File: config.mk
export PLATFORM = sky130hd
export DESIGN_NAME = i2cm_cmd_decoder
export DESIGN_NICKNAME = d
export VERILOG_FILES = /design/src/rtl/i2cm_cmd_pkg.sv /design/src/rtl/i2cm_cmd_table.sv /design/src/rtl/i2cm_state_trk.sv /design/src/rtl/i2cm_cmd_decoder.sv
export SDC_FILE = /design/constraint.sdc
export NUM_CORES = 1
export LEC_CHECK = 0
export CAP_MARGIN = 20
export CORE_MARGIN = 3
export CORE_UTILIZATION = 41
export DETAILED_ROUTE_END_ITERATION = 16
export PLACE_DENSITY = 0.75
export SLEW_MARGIN = 15
export SYNTH_ARGS = -nofsm -noshare
export SYNTH_HDL_FRONTEND = slang
export SYNTH_HIERARCHICAL = 1
export SYNTH_SLANG_ARGS = --single-unit
File: constraint.sdc
create_clock -name clk -period 2.2 [get_ports clk]
set_clock_uncertainty 0.05 [all_clocks]
set_input_delay 0.44 -clock clk [delete_from_list [all_inputs] [get_ports clk]]
set_output_delay 0.44 -clock clk [all_outputs]
set_load 0.005 [all_outputs]
File: src/rtl/i2cm_cmd_pkg.sv
package i2cm_cmd_pkg;

  typedef enum logic [1:0] {
    ST_IDLE = 2'd0,
    ST_MTX  = 2'd1,
    ST_MRX  = 2'd2
  } mst_state_e;

  typedef enum logic [1:0] {
    DEC_NOP = 2'd0,
    DEC_GO  = 2'd1,
    DEC_ILL = 2'd2
  } dec_kind_e;

  typedef struct packed {
    logic start;
    logic rx;
    logic burst;
    logic ack;
    logic stop;
    logic data;
  } cmd_desc_t;

  localparam int CTL_RUN   = 0;
  localparam int CTL_START = 1;
  localparam int CTL_STOP  = 2;
  localparam int CTL_ACK   = 3;
  localparam int CTL_HS    = 4;
  localparam int CTL_QCMD  = 5;
  localparam int CTL_BURST = 6;
  localparam int CTL_W     = 7;

endpackage

File: src/rtl/i2cm_cmd_table.sv
module i2cm_cmd_table
  import i2cm_cmd_pkg::*;
(
  input  mst_state_e        cur_state,
  input  logic [CTL_W-1:0]  ctl,
  input  logic              dir_rx,
  input  logic              cnt_zero,
  output dec_kind_e         kind,
  output cmd_desc_t         desc,
  output mst_state_e        nxt_state
);

  logic run, start, stop, ack, hs, qcmd, burst;

  assign run   = ctl[CTL_RUN];
  assign start = ctl[CTL_START];
  assign stop  = ctl[CTL_STOP];
  assign ack   = ctl[CTL_ACK];
  assign hs    = ctl[CTL_HS];
  assign qcmd  = ctl[CTL_QCMD];
  assign burst = ctl[CTL_BURST];

  always_comb begin
    kind      = DEC_NOP;
    desc      = '0;
    nxt_state = cur_state;
    if (!(hs || qcmd)) begin
      if (start) begin
        // (repeated) START, legal in every state with exactly one of RUN/BURST
        if (run ^ burst) begin
          kind       = DEC_GO;
          desc.start = 1'b1;
          desc.rx    = dir_rx;
          desc.burst = burst;
          desc.ack   = dir_rx & ack;
          desc.stop  = stop;
          desc.data  = 1'b1;
          nxt_state  = stop ? ST_IDLE : (dir_rx ? ST_MRX : ST_MTX);
        end
      end else if (cur_state == ST_MRX) begin
        if ((run && stop && ack && !burst) || (!run && stop && ack && burst)) begin
          kind = DEC_ILL;
        end else if (run ^ burst) begin
          kind       = DEC_GO;
          desc.rx    = 1'b1;
          desc.burst = burst;
          desc.ack   = ack;
          desc.stop  = stop;
          desc.data  = 1'b1;
          nxt_state  = stop ? ST_IDLE : ST_MRX;
        end else if (!run && !burst && stop) begin
          kind      = DEC_GO;
          desc.stop = 1'b1;
          nxt_state = ST_IDLE;
        end
      end else if (cur_state == ST_MTX) begin
        if (run ^ burst) begin
          kind       = DEC_GO;
          desc.burst = burst;
          desc.stop  = stop;
          desc.data  = 1'b1;
          nxt_state  = stop ? ST_IDLE : ST_MTX;
        end else if (!run && !burst && stop) begin
          kind      = DEC_GO;
          desc.stop = 1'b1;
          nxt_state = ST_IDLE;
        end
      end
      if (kind == DEC_GO && desc.burst && cnt_zero) begin
        kind      = DEC_NOP;
        desc      = '0;
        nxt_state = cur_state;
      end
    end
  end

endmodule

File: src/rtl/i2cm_state_trk.sv
module i2cm_state_trk
  import i2cm_cmd_pkg::*;
(
  input  logic        clk,
  input  logic        rst,
  input  logic        accept,
  input  mst_state_e  accept_nxt,
  input  logic        eng_done,
  input  logic        eng_err,
  output mst_state_e  state_q,
  output logic        busy_q,
  output logic        err_q
);

  mst_state_e pend_q;

  always_ff @(posedge clk) begin
    if (rst) begin
      state_q <= ST_IDLE;
      pend_q  <= ST_IDLE;
      busy_q  <= 1'b0;
      err_q   <= 1'b0;
    end else if (eng_err) begin
      state_q <= ST_IDLE;
      busy_q  <= 1'b0;
      err_q   <= 1'b1;
    end else begin
      if (busy_q && eng_done) begin
        state_q <= pend_q;
        busy_q  <= 1'b0;
      end
      if (accept) begin
        pend_q <= accept_nxt;
        busy_q <= 1'b1;
        err_q  <= 1'b0;
      end
    end
  end

  AST_STATE_HOLD: assert property (@(posedge clk) disable iff (rst)
    (!eng_done && !eng_err) |=> $stable(state_q)) else $error("state moved without done");

  AST_ERR_IDLE: assert property (@(posedge clk) disable iff (rst)
    eng_err |=> (state_q == ST_IDLE && err_q && !busy_q)) else $error("error did not force idle");

  AST_DONE_FREES: assert property (@(posedge clk) disable iff (rst)
    (busy_q && eng_done) |=> !busy_q) else $error("busy held after done");

endmodule

File: src/rtl/i2cm_cmd_decoder.sv
module i2cm_cmd_decoder
  import i2cm_cmd_pkg::*;
#(
  parameter int CNT_W = 8
) (
  input  logic             clk,
  input  logic             rst,
  input  logic             wr_en,
  input  logic [6:0]       wr_ctl,
  input  logic             wr_dir_rx,
  input  logic [CNT_W-1:0] wr_count,
  input  logic             eng_done,
  input  logic             eng_err,
  output logic             cmd_valid,
  output logic             cmd_start,
  output logic             cmd_rx,
  output logic             cmd_burst,
  output logic             cmd_ack,
  output logic             cmd_stop,
  output logic             cmd_data,
  output logic [CNT_W-1:0] cmd_count,
  output logic             illegal_wr,
  output logic             busy,
  output logic [1:0]       mst_state,
  output logic             err_stat,
  output logic             busy_wr_err
);

  localparam logic [CNT_W-1:0] ONE_BYTE = CNT_W'(1);

  mst_state_e  state_w, nxt_w;
  dec_kind_e   kind_w;
  cmd_desc_t   desc_w, desc_q;
  logic        accept;
  logic        busy_w;

  i2cm_cmd_table u_table (
    .cur_state (state_w),
    .ctl       (wr_ctl),
    .dir_rx    (wr_dir_rx),
    .cnt_zero  (wr_count == '0),
    .kind      (kind_w),
    .desc      (desc_w),
    .nxt_state (nxt_w)
  );

  assign accept = wr_en && !busy_w && !eng_err && (kind_w == DEC_GO);

  i2cm_state_trk u_trk (
    .clk        (clk),
    .rst        (rst),
    .accept     (accept),
    .accept_nxt (nxt_w),
    .eng_done   (eng_done),
    .eng_err    (eng_err),
    .state_q    (state_w),
    .busy_q     (busy_w),
    .err_q      (err_stat)
  );

  always_ff @(posedge clk) begin
    if (rst) begin
      cmd_valid   <= 1'b0;
      desc_q      <= '0;
      cmd_count   <= '0;
      illegal_wr  <= 1'b0;
      busy_wr_err <= 1'b0;
    end else begin
      cmd_valid  <= 1'b0;
      illegal_wr <= 1'b0;
      if (wr_en && busy_w) begin
        busy_wr_err <= 1'b1;
      end else if (accept) begin
        cmd_valid   <= 1'b1;
        desc_q      <= desc_w;
        cmd_count   <= desc_w.burst ? wr_count : (desc_w.data ? ONE_BYTE : '0);
        busy_wr_err <= 1'b0;
      end else if (wr_en && !eng_err && kind_w == DEC_ILL) begin
        illegal_wr <= 1'b1;
      end
    end
  end

  assign cmd_start = desc_q.start;
  assign cmd_rx    = desc_q.rx;
  assign cmd_burst = desc_q.burst;
  assign cmd_ack   = desc_q.ack;
  assign cmd_stop  = desc_q.stop;
  assign cmd_data  = desc_q.data;
  assign busy      = busy_w;
  assign mst_state = state_w;

  AST_VALID_WITH_BUSY: assert property (@(posedge clk) disable iff (rst)
    cmd_valid |-> busy_w) else $error("command issued without busy");

  AST_BUSY_WRITE_DROP: assert property (@(posedge clk) disable iff (rst)
    (wr_en && busy_w) |=> (busy_wr_err && !cmd_valid)) else $error("busy write not refused");

  AST_ILLEGAL_NO_CMD: assert property (@(posedge clk) disable iff (rst)
    illegal_wr |-> (!cmd_valid && !busy_w)) else $error("illegal write started work");

  AST_HS_QCMD_NOP: assert property (@(posedge clk) disable iff (rst)
    (wr_en && (wr_ctl[CTL_HS] || wr_ctl[CTL_QCMD])) |=> (!cmd_valid && !illegal_wr)) else $error("HS/QCMD write not ignored");

  AST_BURST_NONZERO: assert property (@(posedge clk) disable iff (rst)
    (cmd_valid && cmd_burst) |-> (cmd_count != '0)) else $error("burst with zero count");

endmodule

==> results.toml <==
[clock_tree]
clock_sinks = 23
tritoncts = "yes"
cts.clk_slew.worst_paths_ps = 120
cts_buffers = 3
clk_latency_ps = 300
cts_root_buf = "clkbuf_4"
ctsLongestPathBuffers = 2
htreeDepth = 1

[sta]
setup_viol = 1
final_max_slew_viol_count = 0
relSlewSlack = 0.7510
timing.fmax_mhz = 452.7
post-route-min-period_ps = 2209
worstMarginPinSlew_ps = 369.6
final.setup.worst_slack_ps = -9.137
fin_crit_sh = 1.004
hold_violations = 0

[critical_path]
critPathMaxStageDelay_ps = 490
worstPathArrival_ps = 2400
crit_chain = "clkdlybuf4s50_1, and3b_2, o211ai_2, o211a_1, o21a_1, nor2b_4, buf_4, nand4_1, a21oi_2"
cp-start-kind = "primary input"
cp_slowest_cell = "clkdlybuf4s50_1"
crit_required_ps = 2390
crit_type = "in2reg"
end_kind = "flip-flop"
path_max_fanout = 7

[yosys]
synth_simple_gate_area_frac = 0.2749
synthTopCellsByArea = "dfxtp_1 (35%), a21oi_1 (7.7%), o21ai_0 (6.1%), nand4_1 (3.4%), nand3_1 (3.1%)"
netlist_area_mm2 = 0.001306
synth_edf_count = 0
synth_top_area_cell = "dfxtp_1"
syn-instance-count = 157
syn_area_per_cell_um2 = 8.320
ys_ff_latch = 23
synthMostInstantiatedCell = "dfxtp_1"
synth_xor_area_frac = 0.006705
synthArstFlopShare = 0
synth_ff_type = "dfxtp_1"
synth_top_area_frac = 0.3525
ys_types = 47
synth_fp_nets = 180
synth_fa_ha_area_frac = 0.01916
synth_mux_area_frac = 0.02299
synthTopCellsByCount = "dfxtp_1 (23), a21oi_1 (20), o21ai_0 (16), nand2_1 (9), nand3_1 (8)"
yosysWarnings = 6
synth-compound-area-share = 0.2586
synth_top_family_by_area = "simple AND/OR/NAND/NOR gates"
yosysSeqAreaShare = 0.3525

[hold_path]
hp-class = "reg2reg"

[placed_design]
portBuffers = 41
gp_congestion = 0.8212
dpl_worst_slack_ps = -602.2
dp.cells = 259
dp_hpwl_mm = 2.981

[power_and_ir_drop]
power.total_w = 0.0007707
vdd_drop_max_uv = 521.3
p_leak_nw = 0.7801
pwr_density_cell_mw_per_mm2 = 374.9

[drt]
wl_per_cell_um = 14.89
vias = 1487
viasPerCell = 5.590
first_iter_violations = 85
dr.pass1.iters = 4
antenna_left = 0
post-route-drc-count = 0
drt-total-wl_mm = 3.961

[grt]
grt_pass1_vias = 1441
grt_pass1_wl_mm = 6.575
grt.total_usage = 0.2044
grt.overflow.total = 0
antenna_found_initial = 0
grt_max_degree = 20

[die]
core_area_mm2 = 0.002900
die-area_mm2 = 0.003899
num_rows = 19
die_y_um = 62.45
io-pin-count = 42
die_x_um = 62.45
start_util = 0.4504

[layout]
nNetsFinal = 248
instances_no_fill = 266
drive_above_1_share = 0.2902
final_util = 0.7088
n_antenna_cell = 0
area_growth_pct = 57.38

[outcome]
status = "complete, but fails checks"
violations = "negative setup slack"

[run]
drv_cap = 0
==> cell families after synthesis <==
logic type | count (synthesis)
DFF | 23
and+or+nand+nor | 57
xor gates and xnor gates | 1
buffers and inverters | 17
AOI/OAI and AO/OA | 54
muxes | 3
adders and majority gates | 2
==> through the flow <==
stage	setup TNS, ps	hold slack [ps]	cell area [µm²]
5_1_grt	-615.4	459.1	2056
2_1_floorplan	0	397.0	1306
3_3_place_gp	-8661	411.9	1944
3_5_place_dp	-10330	421.5	1944
6_report	-9.137	435.2	2056
4_1_cts	0	438.2	2023
==> final timing paths <==
path / startpoint / endpoint / slack, ps / cells after the start
max: wr_ctl[1] / cmd_count[6]$_SDFFE_PP0P_ / -9 / 9
min: cmd_count[3]$_SDFFE_PP0P_ / cmd_count[3]$_SDFFE_PP0P_ / 440 / 2
max reg2reg: u_trk/state_q[1]$_SDFFE_PP0P_ / cmd_count[6]$_SDFFE_PP0P_ / 190 / 8
min reg2reg: cmd_count[3]$_SDFFE_PP0P_ / cmd_count[3]$_SDFFE_PP0P_ / 440 / 2
==> area by class of cell <==
cell class	count	area, µm²
inverters	6	22.52
repair buffers	74	661.9
flip-flops and latches	23	460.4
clock buffers	4	26.28
well taps	42	52.55
multi-input cells	117	832.0
fillers	242	844.6
==> report_power, final <==
group / internal (W) / switching (W) / total, W / leakage [nW]
combinational: 0.0000811 / 0.0000806 / 0.000162 / 0.580
clock: 0.0000707 / 0.000119 / 0.000190 / 0.0150
sequential: 0.000418 / 0.00000108 / 0.000419 / 0.186
==> layer usage <==
metal,wire length (µm),track usage
met5,0,0
met4,70,0.04683
met3,244,0.05036
met2,2087,0.3768
met1,1559,0.2356
==> registers in the layout (all words and copies together), names as in the netlist <==
signal	flops
cmd_ack	1
busy_wr_err	1
illegal_wr	1
u_trk/state_q	2
u_trk/busy_q	1
cmd_burst	1
cmd_start	1
cmd_stop	1
cmd_data	1
u_trk/pend_q	2
cmd_count	8
cmd_valid	1
cmd_rx	1
u_trk/err_q	1
==> placed cells by master (no fill, tap or decap), types with 2 or more instances in the layout <==
cell type / count
o21ai_0: 13
o21ai_1: 5
nor2_4: 2
nand3_1: 8
dlygate4sd2_1: 9
nor3_1: 5
dfxtp_1: 23
and2_1: 3
nand2_1: 8
nor2b_4: 2
clkbuf_4: 3
a21oi_1: 17
or4_4: 2
a21oi_2: 3
o211ai_2: 2
buf_4: 30
nor4_1: 2
buf_6: 2
nor2_1: 4
nand4_1: 7
clkdlybuf4s50_1: 31
inv_1: 5
mux2i_1: 3
==> worst max-delay path: cells and delay by family <==
family / cells / cell delay (ps)
compound gates: 4 / 750
buf+inv: 2 / 640
simple gates: 3 / 560
==> what timing repair did <==
item / CTS / global route
hold buffers: 0 / 0
endpoints found under the setup margin: 20 / 18
gates cloned: 1 / 0
resized for setup: 29 / 9
endpoints found under the hold margin: 0 / 0
pin swaps: 7 / 4
setup buffers: 1 / 1
Power figures use the tool's default switching activity.
